File: src/rtl/ssr_pkg.sv
`timescale 1ns/1ps
package ssr_pkg;
   localparam int FLD_W = 8;
   // bit positions of the register image
   localparam int B_TXE = 7;
   localparam int B_RXF = 6;
   localparam int B_OVR = 5;
   localparam int B_FRM = 4;
   localparam int B_PAR = 3;
   localparam int B_TXD = 2;
   localparam int B_MPR = 1;
   localparam int B_MPT = 0;
   // bits with read-then-write-0 clearing
   localparam logic [FLD_W-1:0] STICKY_MASK = 8'hFC;
   localparam logic [FLD_W-1:0] RESET_IMAGE = 8'h84;
endpackage

File: src/rtl/ssr_flag_cell.sv
`timescale 1ns/1ps
// One sticky flag with its private armed bit.
module ssr_flag_cell #(
   parameter bit RST_VAL = 1'b0
) (
   input  logic clk,
   input  logic rst_n,
   input  logic rd_en,
   input  logic wr_zero,
   input  logic hw_set,
   input  logic hw_clr,
   output logic flag_o,
   output logic sw_clr_o
);
   logic flag_q, armed_q, flag_d, armed_d;

   assign sw_clr_o = wr_zero & armed_q;

   always_comb begin
      // a set wins over any clear in the same cycle
      flag_d  = hw_set | (flag_q & ~(hw_clr | sw_clr_o));
      // arm on a read that sees 1; consume on a 0-write; drop when cleared
      armed_d = flag_d & ((rd_en & flag_q) | (armed_q & ~wr_zero));
   end

   always_ff @(posedge clk or negedge rst_n) begin
      if (!rst_n) begin
         flag_q  <= RST_VAL;
         armed_q <= 1'b0;
      end else begin
         flag_q  <= flag_d;
         armed_q <= armed_d;
      end
   end

   assign flag_o = flag_q;
endmodule

File: src/rtl/ssr_hold_bit.sv
`timescale 1ns/1ps
// Plain loadable bit.
module ssr_hold_bit #(
   parameter bit RST_VAL = 1'b0
) (
   input  logic clk,
   input  logic rst_n,
   input  logic load,
   input  logic din,
   output logic q
);
   always_ff @(posedge clk or negedge rst_n) begin
      if (!rst_n)    q <= RST_VAL;
      else if (load) q <= din;
   end
endmodule

File: src/rtl/ssr_irq_gen.sv
`timescale 1ns/1ps
module ssr_irq_gen #(
   parameter bit REG_OUT = 1'b0
) (
   input  logic       clk,
   input  logic       rst_n,
   input  logic       txe,
   input  logic       rxf,
   input  logic [2:0] errs,
   output logic       tx_irq,
   output logic       rx_irq,
   output logic       err_irq
);
   logic [2:0] raw;
   assign raw = {txe, rxf, |errs};

   generate
      if (REG_OUT) begin : g_reg
         logic [2:0] irq_q;
         always_ff @(posedge clk or negedge rst_n) begin
            if (!rst_n) irq_q <= 3'b100;
            else        irq_q <= raw;
         end
         assign {tx_irq, rx_irq, err_irq} = irq_q;
      end else begin : g_comb
         logic unused_clk;
         assign unused_clk = clk ^ rst_n;
         assign {tx_irq, rx_irq, err_irq} = raw;
      end
   endgenerate
endmodule

File: src/rtl/serial_status_reg.sv
`timescale 1ns/1ps
module serial_status_reg
   import ssr_pkg::*;
#(
   parameter int BUS_W   = 8,
   parameter bit IRQ_REG = 1'b0
) (
   input  logic             clk,
   input  logic             rst_n,
   input  logic             tx_enable,
   input  logic             tx_load,
   input  logic             tx_last_bit,
   input  logic             rx_complete,
   input  logic             rx_frame_bad,
   input  logic             rx_parity_bad,
   input  logic             rx_mp_bit,
   input  logic             dmac_tx_wr,
   input  logic             dmac_rx_rd,
   input  logic             rd_en,
   input  logic             wr_en,
   input  logic [BUS_W-1:0] wr_data,
   output logic [BUS_W-1:0] rd_data,
   output logic             tx_irq,
   output logic             rx_irq,
   output logic             err_irq
);
   localparam int PAD_W = BUS_W - FLD_W;

   generate
      if (BUS_W < FLD_W) begin : g_bad_width
         $error("serial_status_reg: BUS_W must be at least 8");
      end
   endgenerate

   logic [FLD_W-1:0] set_v, clr_v, swclr_v, flag_v;
   logic [1:0]       dat_v;
   logic             rx_accept;
   logic             unused_bits;

   assign unused_bits = ^{swclr_v[6:0], wr_data};

   always_comb begin
      set_v = '0;
      clr_v = '0;
      rx_accept = rx_complete & ~rx_frame_bad & ~rx_parity_bad & ~flag_v[B_RXF];
      set_v[B_TXE] = ~tx_enable | tx_load;
      clr_v[B_TXE] = dmac_tx_wr;
      set_v[B_TXD] = ~tx_enable | (tx_last_bit & flag_v[B_TXE]);
      clr_v[B_TXD] = dmac_tx_wr | swclr_v[B_TXE];
      set_v[B_RXF] = rx_accept;
      clr_v[B_RXF] = dmac_rx_rd;
      set_v[B_OVR] = rx_complete & flag_v[B_RXF];
      set_v[B_FRM] = rx_complete & rx_frame_bad;
      set_v[B_PAR] = rx_complete & rx_parity_bad;
      set_v[B_MPR] = rx_accept;
      set_v[B_MPT] = wr_en;
      dat_v[B_MPR] = rx_mp_bit;
      dat_v[B_MPT] = wr_data[0];
   end

   generate
      for (genvar k = 0; k < FLD_W; k++) begin : g_bit
         if (STICKY_MASK[k]) begin : g_sticky
            ssr_flag_cell #(.RST_VAL(RESET_IMAGE[k])) u_cell (
               .clk      (clk),
               .rst_n    (rst_n),
               .rd_en    (rd_en),
               .wr_zero  (wr_en & ~wr_data[k]),
               .hw_set   (set_v[k]),
               .hw_clr   (clr_v[k]),
               .flag_o   (flag_v[k]),
               .sw_clr_o (swclr_v[k])
            );
         end else begin : g_plain
            logic unused_clr;
            assign unused_clr = clr_v[k];
            assign swclr_v[k] = 1'b0;
            ssr_hold_bit #(.RST_VAL(RESET_IMAGE[k])) u_hold (
               .clk   (clk),
               .rst_n (rst_n),
               .load  (set_v[k]),
               .din   (dat_v[k]),
               .q     (flag_v[k])
            );
         end
      end

      if (PAD_W > 0) begin : g_pad
         assign rd_data = {{PAD_W{1'b0}}, flag_v};
      end else begin : g_nopad
         assign rd_data = flag_v;
      end
   endgenerate

   ssr_irq_gen #(.REG_OUT(IRQ_REG)) u_irq (
      .clk     (clk),
      .rst_n   (rst_n),
      .txe     (flag_v[B_TXE]),
      .rxf     (flag_v[B_RXF]),
      .errs    (flag_v[B_OVR:B_PAR]),
      .tx_irq  (tx_irq),
      .rx_irq  (rx_irq),
      .err_irq (err_irq)
   );
endmodule

File: config.mk
export PLATFORM = sky130hd
export DESIGN_NAME = serial_status_reg
export DESIGN_NICKNAME = d
export VERILOG_FILES = /design/src/rtl/ssr_pkg.sv /design/src/rtl/ssr_flag_cell.sv /design/src/rtl/ssr_hold_bit.sv /design/src/rtl/ssr_irq_gen.sv /design/src/rtl/serial_status_reg.sv
export SDC_FILE = /design/constraint.sdc
export NUM_CORES = 1
export LEC_CHECK = 0
export CORE_ASPECT_RATIO = 1.2
export CORE_MARGIN = 10
export CORE_UTILIZATION = 34
export CTS_BUF_LIST = sky130_fd_sc_hd__clkbuf_4
export DETAILED_ROUTE_END_ITERATION = 10
export DONT_BUFFER_PORTS = 1
export PLACE_DENSITY = 0.48
export REMOVE_ABC_BUFFERS = 1
export SLEW_MARGIN = 20
export SYNTH_ARGS = -nofsm -noshare
export SYNTH_HDL_FRONTEND = slang
export SYNTH_SLANG_ARGS = --single-unit
File: constraint.sdc
create_clock -name clk -period 1.8 [get_ports clk]
set_input_delay 0.09 -clock clk [delete_from_list [all_inputs] [get_ports clk]]
set_output_delay 0.09 -clock clk [all_outputs]
set_load 0.005 [all_outputs]
**After elaboration in Yosys (flattened, before gate mapping)**

Cells that the tools add are included.

- Logic and storage cells: 97
- Input bits: 21
- Flip-flop bits (word level): 14

- Bitwise gates (word level): 82
- Reductions and logical operators: 1

Operator list:

| cell | count |
|---|---|
| AND 1 bit | 43 |
| inverter 1 bit | 22 |
| OR 1 bit | 17 |
| OR reduction 3 bit | 1 |

**Depth between registers and ports, before layout**

Gate-level depths: netlist of the first run.

- Word-level depth: 9
- Gate-level depth with buffers: 4
- Mapped depth without buffers: 4

**By module**

Synthesis of the first run repeated with hierarchy kept, for this count alone.

- Cell total of the unflattened synthesis: 87
- Area, all modules: 929.6 µm²

By module, submodules not included:

| module | times used | area each (µm²) | sequential area each (µm²) | cells an instance |
|---|---|---|---|---|
| ssr_flag_cell at g_bit[3].g_sticky.u_cell ... | 4 | 121.4 | 50.0 | 11 |
| ssr_flag_cell at g_bit[2].g_sticky.u_cell ... | 2 | 122.6 | 51.3 | 11 |
| serial_status_reg | 1 | 97.6 | 0.0 | 14 |
| ssr_hold_bit | 2 | 40.0 | 25.0 | 2 |
| ssr_irq_gen | 1 | 21.3 | 0.0 | 3 |

**Least setup slack after synthesis of the first run**

OpenSTA, ideal clock, no wires.

- Path type: register -> register
- Start: reg g_bit[6].g_sticky.u_cell.flag_q
- End: reg g_bit[1].g_plain.u_hold.q
- Data arrival time: 1,029 ps
- Cell stages (with the launch flop): 3
- Setup slack: 646 ps
- Library setup time: 125 ps
- Cells stage by stage: dfrtp_1 > nor4b_4 > mux2_2

- Longest elaborated chain between the ends: 2

RTL lines:

| what | line | RTL |
|---|---|---|
| start: declaration | ssr_flag_cell.sv:15 | `logic flag_q, armed_q, flag_d, armed_d;` |
| start signal: assignment | ssr_flag_cell.sv:31 | `flag_q <= flag_d;` |
| inverter 1 bit | serial_status_reg.sv:45 | `rx_accept = rx_complete & ~rx_frame_bad & ~rx_parity_bad & ~flag_v[B_RXF];` |
| AND 1 bit | serial_status_reg.sv:45 |  |
| end signal: assignment | ssr_hold_bit.sv:14 | `else if (load) q <= din;` |
| end: declaration | ssr_hold_bit.sv:10 | `output logic q` |

No other way between the ends.
A chain may end at the register's enable or synchronous reset.

**Worst setup path in the final report of the first run**

- Start: reg g_bit[7].g_sticky.u_cell.armed_q
- End: reg g_bit[7].g_sticky.u_cell.armed_q

- Longest elaborated chain between the ends: 6

RTL lines:

| what | line | RTL |
|---|---|---|
| start: declaration | ssr_flag_cell.sv:15 |  |
| start signal: assignment | ssr_flag_cell.sv:32 | `armed_q <= armed_d;` |
| AND 1 bit | ssr_flag_cell.sv:17 | `assign sw_clr_o = wr_zero & armed_q;` |
| OR 1 bit | ssr_flag_cell.sv:21 | `flag_d = hw_set \| (flag_q & ~(hw_clr \| sw_clr_o));` |
| inverter 1 bit | ssr_flag_cell.sv:21 |  |
| AND 1 bit | ssr_flag_cell.sv:21 |  |
| OR 1 bit | ssr_flag_cell.sv:21 |  |
| AND 1 bit * | ssr_flag_cell.sv:23 | `armed_d = flag_d & ((rd_en & flag_q) \| (armed_q & ~wr_zero));` |
| via g_bit[7].g_sticky.u_cell.armed_d | ssr_flag_cell.sv:15 |  |

The timed path passes the listed nets; every way through them passes the cells marked *.

==> impl_metrics.json, run 1 <==
{
  "status": "finished clean",
  "netlist_area_um2": 751,
  "postCtsSetupRepairBufs": 0,
  "synth_fa_ha_area_share_pct": 0,
  "holdPathEnd": "g_bit[3].g_sticky.u_cell.flag_o",
  "synth_top_area_cell": "dfrtp_1",
  "max_freq_mhz": 627,
  "tightest_slew_ns": 0.653,
  "start_util_pct": 36.2,
  "ys_ff_latch": 14,
  "synthFlopType": "dfrtp_1",
  "die_h_um": 71.5,
  "h-tree-depth": 1,
  "synth_most_common_cell": "dfrtp_1",
  "setup_violations": 0,
  "slowest_delay_ns": 0.58,
  "hold_viol_final": 0,
  "fin_util_pct": 43.2,
  "rsz0062_at_grt": "false",
  "finalSetupTns_ns": 0,
  "path_max_fanout": 3,
  "critPathLaunchType": "register",
  "synth-async-reset-ratio_pct": 100,
  "gp_congestion": 0.660,
  "antenna_left": 0,
  "r2r-end": "g_bit[7].g_sticky.u_cell.armed_q",
  "fin_crit_ns": 1.60,
  "finalMaxSlewViolations": 0,
  "synth_xor_area_share_pct": 0,
  "ys_warn_count": 0,
  "synth_top_family_by_area": "simple AND/OR/NAND/NOR gates",
  "relSlewSlack_pct": 56.3,
  "worst_ep_arrival_time_ns": 1.80,
  "synth_compound_area_share_pct": 17.8,
  "holdCritPathClass": "input port to register",
  "drtIter0Drc": 13,
  "post_drt_wl_per_cell_um": 15.6,
  "slowest_stage": "dlygate4sd3_1",
  "synth_area_leaders": "dfrtp_1, buf_4, dfstp_2",
  "cts_sinks": 14,
  "yosysTopAreaCellShare_pct": 40.0,
  "synth_edf_count": 0,
  "dp_hpwl_mm": 1.41,
  "skew_ns": 0.00855,
  "cts_buffers": 3,
  "fin_nets": 107,
  "grt_max_degree": 15,
  "clock_latency_ns": 0.27,
  "crit_type": "register to register",
  "antenna_cells": 0,
  "globalRouteOverflowTotal": 0,
  "cp_cell_sequence": "and3b_1 -> nor2_2 -> nand2_1 -> a32oi_1 -> dlygate4sd3_1",
  "nFillCells": 213,
  "die_w_um": 62.9,
  "hold_path.startpoint": "wr_data[3]",
  "placementRows": 18,
  "power.leakage_nw": 0.377,
  "p_per_area_nw_per_um2": 956,
  "routed-via-count": 564,
  "worstPathRequired_ns": 2.01,
  "cts_tree": "done",
  "cts_root_buf": "clkbuf_4",
  "drc": 0,
  "ctsResizeCount": 0,
  "ys_seq_area_share_pct": 47.0,
  "drt_pre_antenna_iters": 2,
  "grt.total_usage_pct": 8.18,
  "syn_area_per_cell_um2": 10.0,
  "ys_top_cells_by_count": "dfrtp_1, nand2_1, buf_4",
  "clk_pin_slew_worst_paths_ns": 0.09,
  "drv_cap": 0,
  "path_buf_inv": 1,
  "syn2layout_area_growth_pct": 19.2,
  "antenna_found_initial": 0,
  "grt_pass1_vias": 617,
  "layout-drive-gt1-share_pct": 16.5,
  "worst-r2r-cell-count": 5,
  "holdPathStages": 2,
  "synth.distinct_cells": 26,
  "cts_max_path_buffers": 2,
  "endpoint_kind": "register",
  "viasPerCell": 4.90,
  "synthCells": 75,
  "wl_mm": 1.80,
  "vdd_drop_max_mv": 0.446,
  "r2r_start": "g_bit[7].g_sticky.u_cell.armed_q",
  "path_delay_family": "buffers and inverters",
  "fin_crit_sh_pct": 88.6,
  "synthSimpleGateAreaFrac_pct": 21.7,
  "die-area_um2": 4500,
  "reg2reg_setup_slack_ns": 0.20,
  "portBuffers": 0,
  "grt_pass1_wl_mm": 2.93,
  "core-area_um2": 2070,
  "synth.area.mux_share_pct": 3.00,
  "pin_count": 32
}
[layout by cell type, fill, tap and decap left out, types with 2 or more instances in the layout]
| cell | n |
|---|---|
| a21boi_0 | 3 |
| o21ai_2 | 3 |
| inv_1 | 4 |
| dfrtp_1 | 12 |
| dfstp_2 | 2 |
| mux2_2 | 2 |
| nand2_1 | 11 |
| nand3b_1 | 2 |
| o22ai_1 | 3 |
| clkbuf_4 | 3 |
| nor3b_1 | 3 |
| o21ai_0 | 5 |
| dlygate4sd3_1 | 14 |
| nand3_1 | 4 |
[power by group]
part / switching [mW] / internal (mW) / leakage, nW / total (mW)
Combinational: 0.0958 / 0.119 / 0.199 / 0.215
Clock: 0.0989 / 0.0802 / 0.0154 / 0.179
Sequential: 0.0668 / 0.394 / 0.162 / 0.461
[cell type report]
| class | count | area (µm²) | share of cell area, % |
|---|---|---|---|
| Sequential cell | 14 | 353 | 39.4 |
| Multi-Input combinational cell | 48 | 319 | 35.7 |
| Clock buffer | 3 | 22.5 | 2.52 |
| Clock inverter | 1 | 3.75 | 0.420 |
| Tap cell | 30 | 37.5 | 4.20 |
| Timing Repair Buffer | 14 | 140 | 15.7 |
| Inverter | 5 | 18.8 | 2.10 |
[layer usage]
metal / track usage, % / part of all wire, %
met5: 0 / 0
met4: 4.48 / 1.3
met3: 4.04 / 10
met2: 14.0 / 50
met1: 7.92 / 39
[worst max-delay path by stage]
stage                                startpoint                          endpoint  cells after the start
2_1_floorplan   g_bit[6].g_sticky.u_cell.flag_o         g_bit[1].g_plain.u_hold.q                      2
3_3_place_gp    g_bit[6].g_sticky.u_cell.flag_o         g_bit[1].g_plain.u_hold.q                      2
3_5_place_dp    g_bit[6].g_sticky.u_cell.flag_o         g_bit[1].g_plain.u_hold.q                      2
4_1_cts        g_bit[7].g_sticky.u_cell.armed_q  g_bit[7].g_sticky.u_cell.armed_q                      5
5_1_grt        g_bit[7].g_sticky.u_cell.armed_q  g_bit[7].g_sticky.u_cell.armed_q                      5
6_report       g_bit[7].g_sticky.u_cell.armed_q  g_bit[7].g_sticky.u_cell.armed_q                      5
[what timing repair did]
item / 4_1_cts / 5_1_grt
hold buffers: 12 / 2
hold endpoints to repair: 23 / 1
endpoints found under the setup margin: 0 / 0
[flip-flops by register name (all words and copies together), names as in the netlist]
signal and cells:
g_bit.g_plain.u_hold.q 2, g_bit.g_sticky.u_cell.armed_q 6, g_bit.g_sticky.u_cell.flag_o 6
[per-stage QoR]
| stage | instances | instance area, µm² | worst slack, ns | hold slack [ns] | total power, mW |
|---|---|---|---|---|---|
| after global placement | 97 | 728 | 0.556 | -0.205 | 0.638 |
| after floorplan | 67 | 691 | 0.631 | -0.206 | 0.599 |
| after detailed placement | 97 | 728 | 0.551 | -0.205 | 0.643 |
| after global routing | 115 | 895 | 0.127 | 0.000653 | 0.926 |
| after CTS | 113 | 875 | 0.217 | 0.00139 | 0.868 |
| final | 115 | 895 | 0.204 | 0.0107 | 0.855 |
[cell families (layout without fill, tap and decap cells)]
family | after synthesis | in the layout
compound gates | 19 | 19
buf+inv | 13 | 23
flops | 14 | 14
simple gates | 27 | 27
mux | 2 | 2
(Power assumes the default switching activity.)
==> inputs of run 2 (changes only) <==
--- a/config.mk
+++ b/config.mk
@@ -18,2 +18,3 @@
 export SYNTH_HDL_FRONTEND = slang
+export SYNTH_HIERARCHICAL = 1
 export SYNTH_SLANG_ARGS = --single-unit
--- a/constraint.sdc
+++ b/constraint.sdc
@@ -3,2 +3,2 @@
 set_output_delay 0.09 -clock clk [all_outputs]
-set_load 0.005 [all_outputs]
+set_load 0.05 [all_outputs]
==> impl_metrics.json, run 2 <==
{
  "p_per_area_nw_per_um2": 778,
  "fin_crit_sh_pct": 88.4,
  "finalPower_mw": 0.865,
  "yosysTopAreaCellShare_pct": 32.3,
  "seqPwrFrac_pct": 47.6,
  "drtIter0Drc": 26,
  "hold_path.startpoint": "rx_parity_bad",
  "routed-via-count": 670,
  "rsz0062_at_grt": "false",
  "drc": 0,
  "synth_edf_count": 0,
  "gp_congestion": 0.724,
  "synthCells": 87,
  "vdd_drop_max_mv": 0.382,
  "pin_count": 32,
  "drt_pre_antenna_iters": 4,
  "setup_violations": 0,
  "cts_root_buf": "clkbuf_4",
  "postCtsSetupRepairBufs": 0,
  "portBuffers": 0,
  "grt_pass1_wl_mm": 3.42,
  "dpl.cell_count": 128,
  "switching_share_pct": 35.3,
  "layout-drive-gt1-share_pct": 37.7,
  "antenna_found_initial": 0,
  "skew_ns": 0.00259,
  "finalMaxSlewViolations": 0,
  "globalRouteOverflowTotal": 0,
  "synth_top_family_by_area": "compound AO/OA/AOI/OAI gates",
  "netlist_area_um2": 930,
  "final_common_cell": "inv_1",
  "synth_compound_area_share_pct": 25.3,
  "synthFlopType": "dfrtp_1",
  "synth_top_area_cell": "dfrtp_1",
  "synth-async-reset-ratio_pct": 100,
  "synth_xor_area_share_pct": 0,
  "clock_latency_ns": 0.27,
  "placed_area_um2": 1010,
  "fin_util_pct": 43.2,
  "syn_area_per_cell_um2": 10.7,
  "h-tree-depth": 1,
  "post_drt_wl_per_cell_um": 14.4,
  "synthSimpleGateAreaFrac_pct": 24.2,
  "tightest_slew_ns": 0.654,
  "synth_most_common_cell": "inv_1",
  "cts_tree": "done",
  "drv_cap": 0,
  "worstPathRequired_ns": 1.97,
  "start_util_pct": 36.1,
  "cts_sinks": 14,
  "cts_buffers": 3,
  "p_sw_mw": 0.305,
  "wl_mm": 2.00,
  "r2r_start": "g_bit[0].g_plain.u_hold/q",
  "viasPerCell": 4.82,
  "crit_end": "g_bit[0].g_plain.u_hold/q",
  "r2r-end": "g_bit[0].g_plain.u_hold/q",
  "worst_ep_arrival_time_ns": 1.76,
  "crit_type": "register to register",
  "synth.area.mux_share_pct": 3.23,
  "ys_warn_count": 6,
  "finalSetupTns_ns": 0,
  "dp_hpwl_mm": 1.66,
  "max_freq_mhz": 629,
  "worst-r2r-cell-count": 2,
  "ys_seq_area_share_pct": 38.0,
  "relSlewSlack_pct": 56.3,
  "p_clk_share_pct": 23.7,
  "syn2layout_area_growth_pct": 19.7,
  "path_max_fanout": 2,
  "critPathLaunchType": "register",
  "synth_area_leaders": "dfrtp_1, o32ai_2, nor2b_4",
  "grt_max_degree": 15,
  "power.leakage_nw": 0.494,
  "antenna_cells": 0,
  "core-area_um2": 2580,
  "reg2reg_setup_slack_ns": 0.21,
  "synth_fa_ha_area_share_pct": 0,
  "grt.total_usage_pct": 8.28,
  "die_h_um": 77.3,
  "hold_viol_final": 0,
  "intPower_mw": 0.560,
  "synth.distinct_cells": 19,
  "grt_pass1_vias": 766,
  "status": "finished clean",
  "clk_pin_slew_worst_paths_ns": 0.09,
  "power_frac_comb_pct": 28.6,
  "die-area_um2": 5230,
  "fin_nets": 128,
  "endpoint_kind": "register",
  "ys_ff_latch": 14,
  "antenna_left": 0,
  "mostFrequentLayoutCells": "inv_1, dfrtp_1, dlygate4sd3_1",
  "fin_crit_ns": 1.59,
  "layout.cells.non_filler": 139,
  "placementRows": 20,
  "crit_start": "g_bit[0].g_plain.u_hold/q",
  "ys_top_cells_by_count": "inv_1, dfrtp_1",
  "die_w_um": 67.7,
  "ctsResizeCount": 0,
  "fin_area_um2": 1110,
  "holdCritPathClass": "input port to register",
  "cts_max_path_buffers": 2
}
==> run 2: changes by cell type in the layout (fill, tap and decap cells not counted), moves of 6 or more <==
cell           previous run  this run
inv_1                     4        18
o31ai_1                   0         6
dlygate4sd3_1            14         7
a21oi_2                   0         6
conb_1                    0         6
and2_4                    0         6
o32ai_2                   0         6
a21oi_1                   0         6
nand2_1                  11         0
nor2b_4                   0         6
==> run 2: how the worst min path moves through the flow <==
stage | slack (ns) | endpoint | cells past startpoint
6_report | 0.03 | g_bit[6].g_sticky.u_cell/flag_o | 3
3_3_place_gp | -0.21 | g_bit[5].g_sticky.u_cell/armed_q | 0
2_1_floorplan | -0.21 | g_bit[0].g_plain.u_hold/q | 0
4_1_cts | 0.02 | g_bit[6].g_sticky.u_cell/flag_o | 3
3_5_place_dp | -0.20 | g_bit[5].g_sticky.u_cell/armed_q | 0
5_1_grt | 0.03 | g_bit[6].g_sticky.u_cell/armed_q | 2
==> run 2: worst max-delay path, stage by stage (launching register included) <==
cell and delay, ns:
dfrtp_1 0.58, mux2_4 0.35, dlygate4sd3_1 0.55
==> run 2: cells by family (layout without fill, tap and decap cells) <==
logic type / after synthesis / in the layout
buf+inv: 20 / 34
other cells: 1 / 6
flops: 14 / 14
simple gates: 25 / 25
mux: 2 / 2
compound gates: 25 / 25
==> run 2: layout make-up <==
class,count,area [µm²]
tap,33,41.3
inverter,18,67.6
multi-input combinational,58,513
sequential,14,353
fill,268,1470
timing repair buffer,12,108
clock buffer,4,30.0
==> run 2: per-layer routing <==
metal | GRT usage [%] | vias to the layer above | part of all wire [%]
li1 | - | 324 | -
met3 | 3.49 | 4 | 8.9
met5 | 0 | - | 0
met4 | 3.91 | 0 | 1.8
met1 | 8.31 | 324 | 38
met2 | 14.0 | 18 | 51
==> run 2: per-stage QoR <==
step	hold WS [ns]	worst slack [ns]
final	0.0283	0.210
after global routing	0.0264	0.177
after CTS	0.0213	0.204
after detailed placement	-0.205	0.527
after global placement	-0.205	0.579
after floorplan	-0.206	0.142
==> run 2: power groups by stage <==
stage          Clock, mW  Sequential (mW)  Combinational [mW]
2_1_floorplan          0            0.457               0.150
3_3_place_gp           0            0.418               0.225
3_5_place_dp           0            0.420               0.229
4_1_cts            0.216            0.413               0.251
5_1_grt            0.229            0.418               0.268
6_report           0.205            0.412               0.248
==> run 2: timing repair <==
action                                  CTS  global route
endpoints found under the hold margin    21             0
hold buffers                              7             0
endpoints found under the setup margin    0             0
==> inputs of run 3 (changes only) <==
Settings changed: PLACE_DENSITY 0.48 to 0.5.
Clock period 1.8 ns to 1.28 ns, I/O delays scaled along.
==> impl_metrics.json, run 3 (synthesis results as in run 2) <==
{
  "layout.cells.non_filler": 152,
  "globalRouteOverflowTotal": 0,
  "multi_input_area_um2": 518,
  "cts_buffers": 3,
  "whs_ns": 0.00391,
  "cts_sinks": 14,
  "slowest_delay_ns": 0.40,
  "drtIter0Drc": 35,
  "clock_latency_ns": 0.28,
  "placed_area_um2": 1050,
  "portBuffers": 0,
  "dp_hpwl_mm": 1.67,
  "path_max_fanout": 2,
  "cts_root_buf": "clkbuf_4",
  "clk_pin_slew_worst_paths_ns": 0.09,
  "p_per_area_nw_per_um2": 1030,
  "finalMaxSlewViolations": 0,
  "layout_setup_ws_ns": 0.00434,
  "die-area_um2": 5230,
  "status": "finished clean",
  "worst_ep_arrival_time_ns": 1.21,
  "antenna_cells": 0,
  "nFillCells": 242,
  "dpl.cell_count": 133,
  "rsz0062_at_grt": "true",
  "pin_count": 32,
  "drc": 0,
  "grt_pass1_vias": 812,
  "die_w_um": 67.7,
  "finalSetupTns_ns": 0,
  "endpoint_kind": "output port",
  "slowest_stage": "dfrtp_1",
  "tightest_slew_ns": 0.670,
  "path_buf_inv": 1,
  "wl_mm": 2.22,
  "die_h_um": 77.3,
  "power.leakage_nw": 0.556,
  "crit_type": "register to output port",
  "syn2layout_area_growth_pct": 31.8,
  "relSlewSlack_pct": 55.2,
  "worstPathRequired_ns": 1.22,
  "skew_ns": 0.00137,
  "core-area_um2": 2580,
  "grt.total_usage_pct": 9.35,
  "h-tree-depth": 1,
  "cts_max_path_buffers": 2,
  "final_common_cell": "inv_1",
  "mostFrequentLayoutCells": "inv_1, buf_4, dfrtp_1, dlygate4sd3_1",
  "grt_pass1_wl_mm": 3.84,
  "critPathLaunchType": "register",
  "vdd_drop_max_mv": 0.541,
  "fin_nets": 141,
  "dp_slack_ns": 0.0913,
  "placementRows": 20,
  "fin_crit_sh_pct": 99.7,
  "antenna_found_initial": 0,
  "setup_violations": 0,
  "holdCritPathClass": "input port to register",
  "layout-drive-gt1-share_pct": 41.2,
  "finalPower_mw": 1.27,
  "fin_util_pct": 47.5,
  "cts_tree": "done",
  "viasPerCell": 4.68,
  "gp_congestion": 0.774,
  "drt_pre_antenna_iters": 2,
  "register_area_um2": 353,
  "start_util_pct": 36.1,
  "cp_cell_sequence": "or3_4 -> buf_6",
  "grt_max_degree": 15,
  "post_drt_wl_per_cell_um": 14.6,
  "fin_crit_ns": 1.28,
  "path_delay_family": "flip-flops",
  "fin_area_um2": 1220,
  "max_freq_mhz": 784,
  "antenna_left": 0,
  "routed-via-count": 712,
  "drv_cap": 0,
  "hold_viol_final": 0
}
## run 3: final cells by class
type,count,area share [%]
inverters,18,5.52
multi-input cells,58,42.3
clock inverters,1,0.306
flip-flops and latches,14,28.8
clock buffers,3,1.84
repair buffers,25,17.9
well taps,33,3.37
## run 3: report_power, final
part | total, mW | switching [mW] | internal (mW)
sequential | 0.523 | 0.0318 | 0.491
combinational | 0.472 | 0.266 | 0.206
clock | 0.272 | 0.159 | 0.113
## run 3: timing repair
item | 4_1_cts | 5_1_grt
resized for setup | 1 | 1
setup buffers | 3 | 1
setup endpoints to repair | 1 | 1
hold endpoints to repair | 24 | 0
hold buffers | 11 | 0
## run 3: per-layer routing
metal / up-vias / track usage, % / wire length (µm)
li1: 349 / - / -
met1: 336 / 10.5 / 883
met2: 20 / 15.3 / 1150
met3: 7 / 3.05 / 141
met4: 0 / 4.12 / 43
met5: - / 0 / 0
## run 3: final timing paths
path / cells after the start / end / slack [ns] / from
worst min-delay path: 2 / g_bit[4].g_sticky.u_cell/armed_q / 0.004 / rd_en
worst max register to register: 2 / g_bit[1].g_plain.u_hold/q / 0.08 / g_bit[6].g_sticky.u_cell/flag_o
worst min register to register: 2 / g_bit[2].g_sticky.u_cell/flag_o / 0.53 / g_bit[2].g_sticky.u_cell/flag_o
min in group asynchronous: 1 / g_bit[3].g_sticky.u_cell/flag_o / 0.25 / rst_n
max in group asynchronous: 1 / g_bit[4].g_sticky.u_cell/armed_q / 0.61 / rst_n
worst max-delay path: 2 / err_irq / 0.004 / g_bit[3].g_sticky.u_cell/flag_o
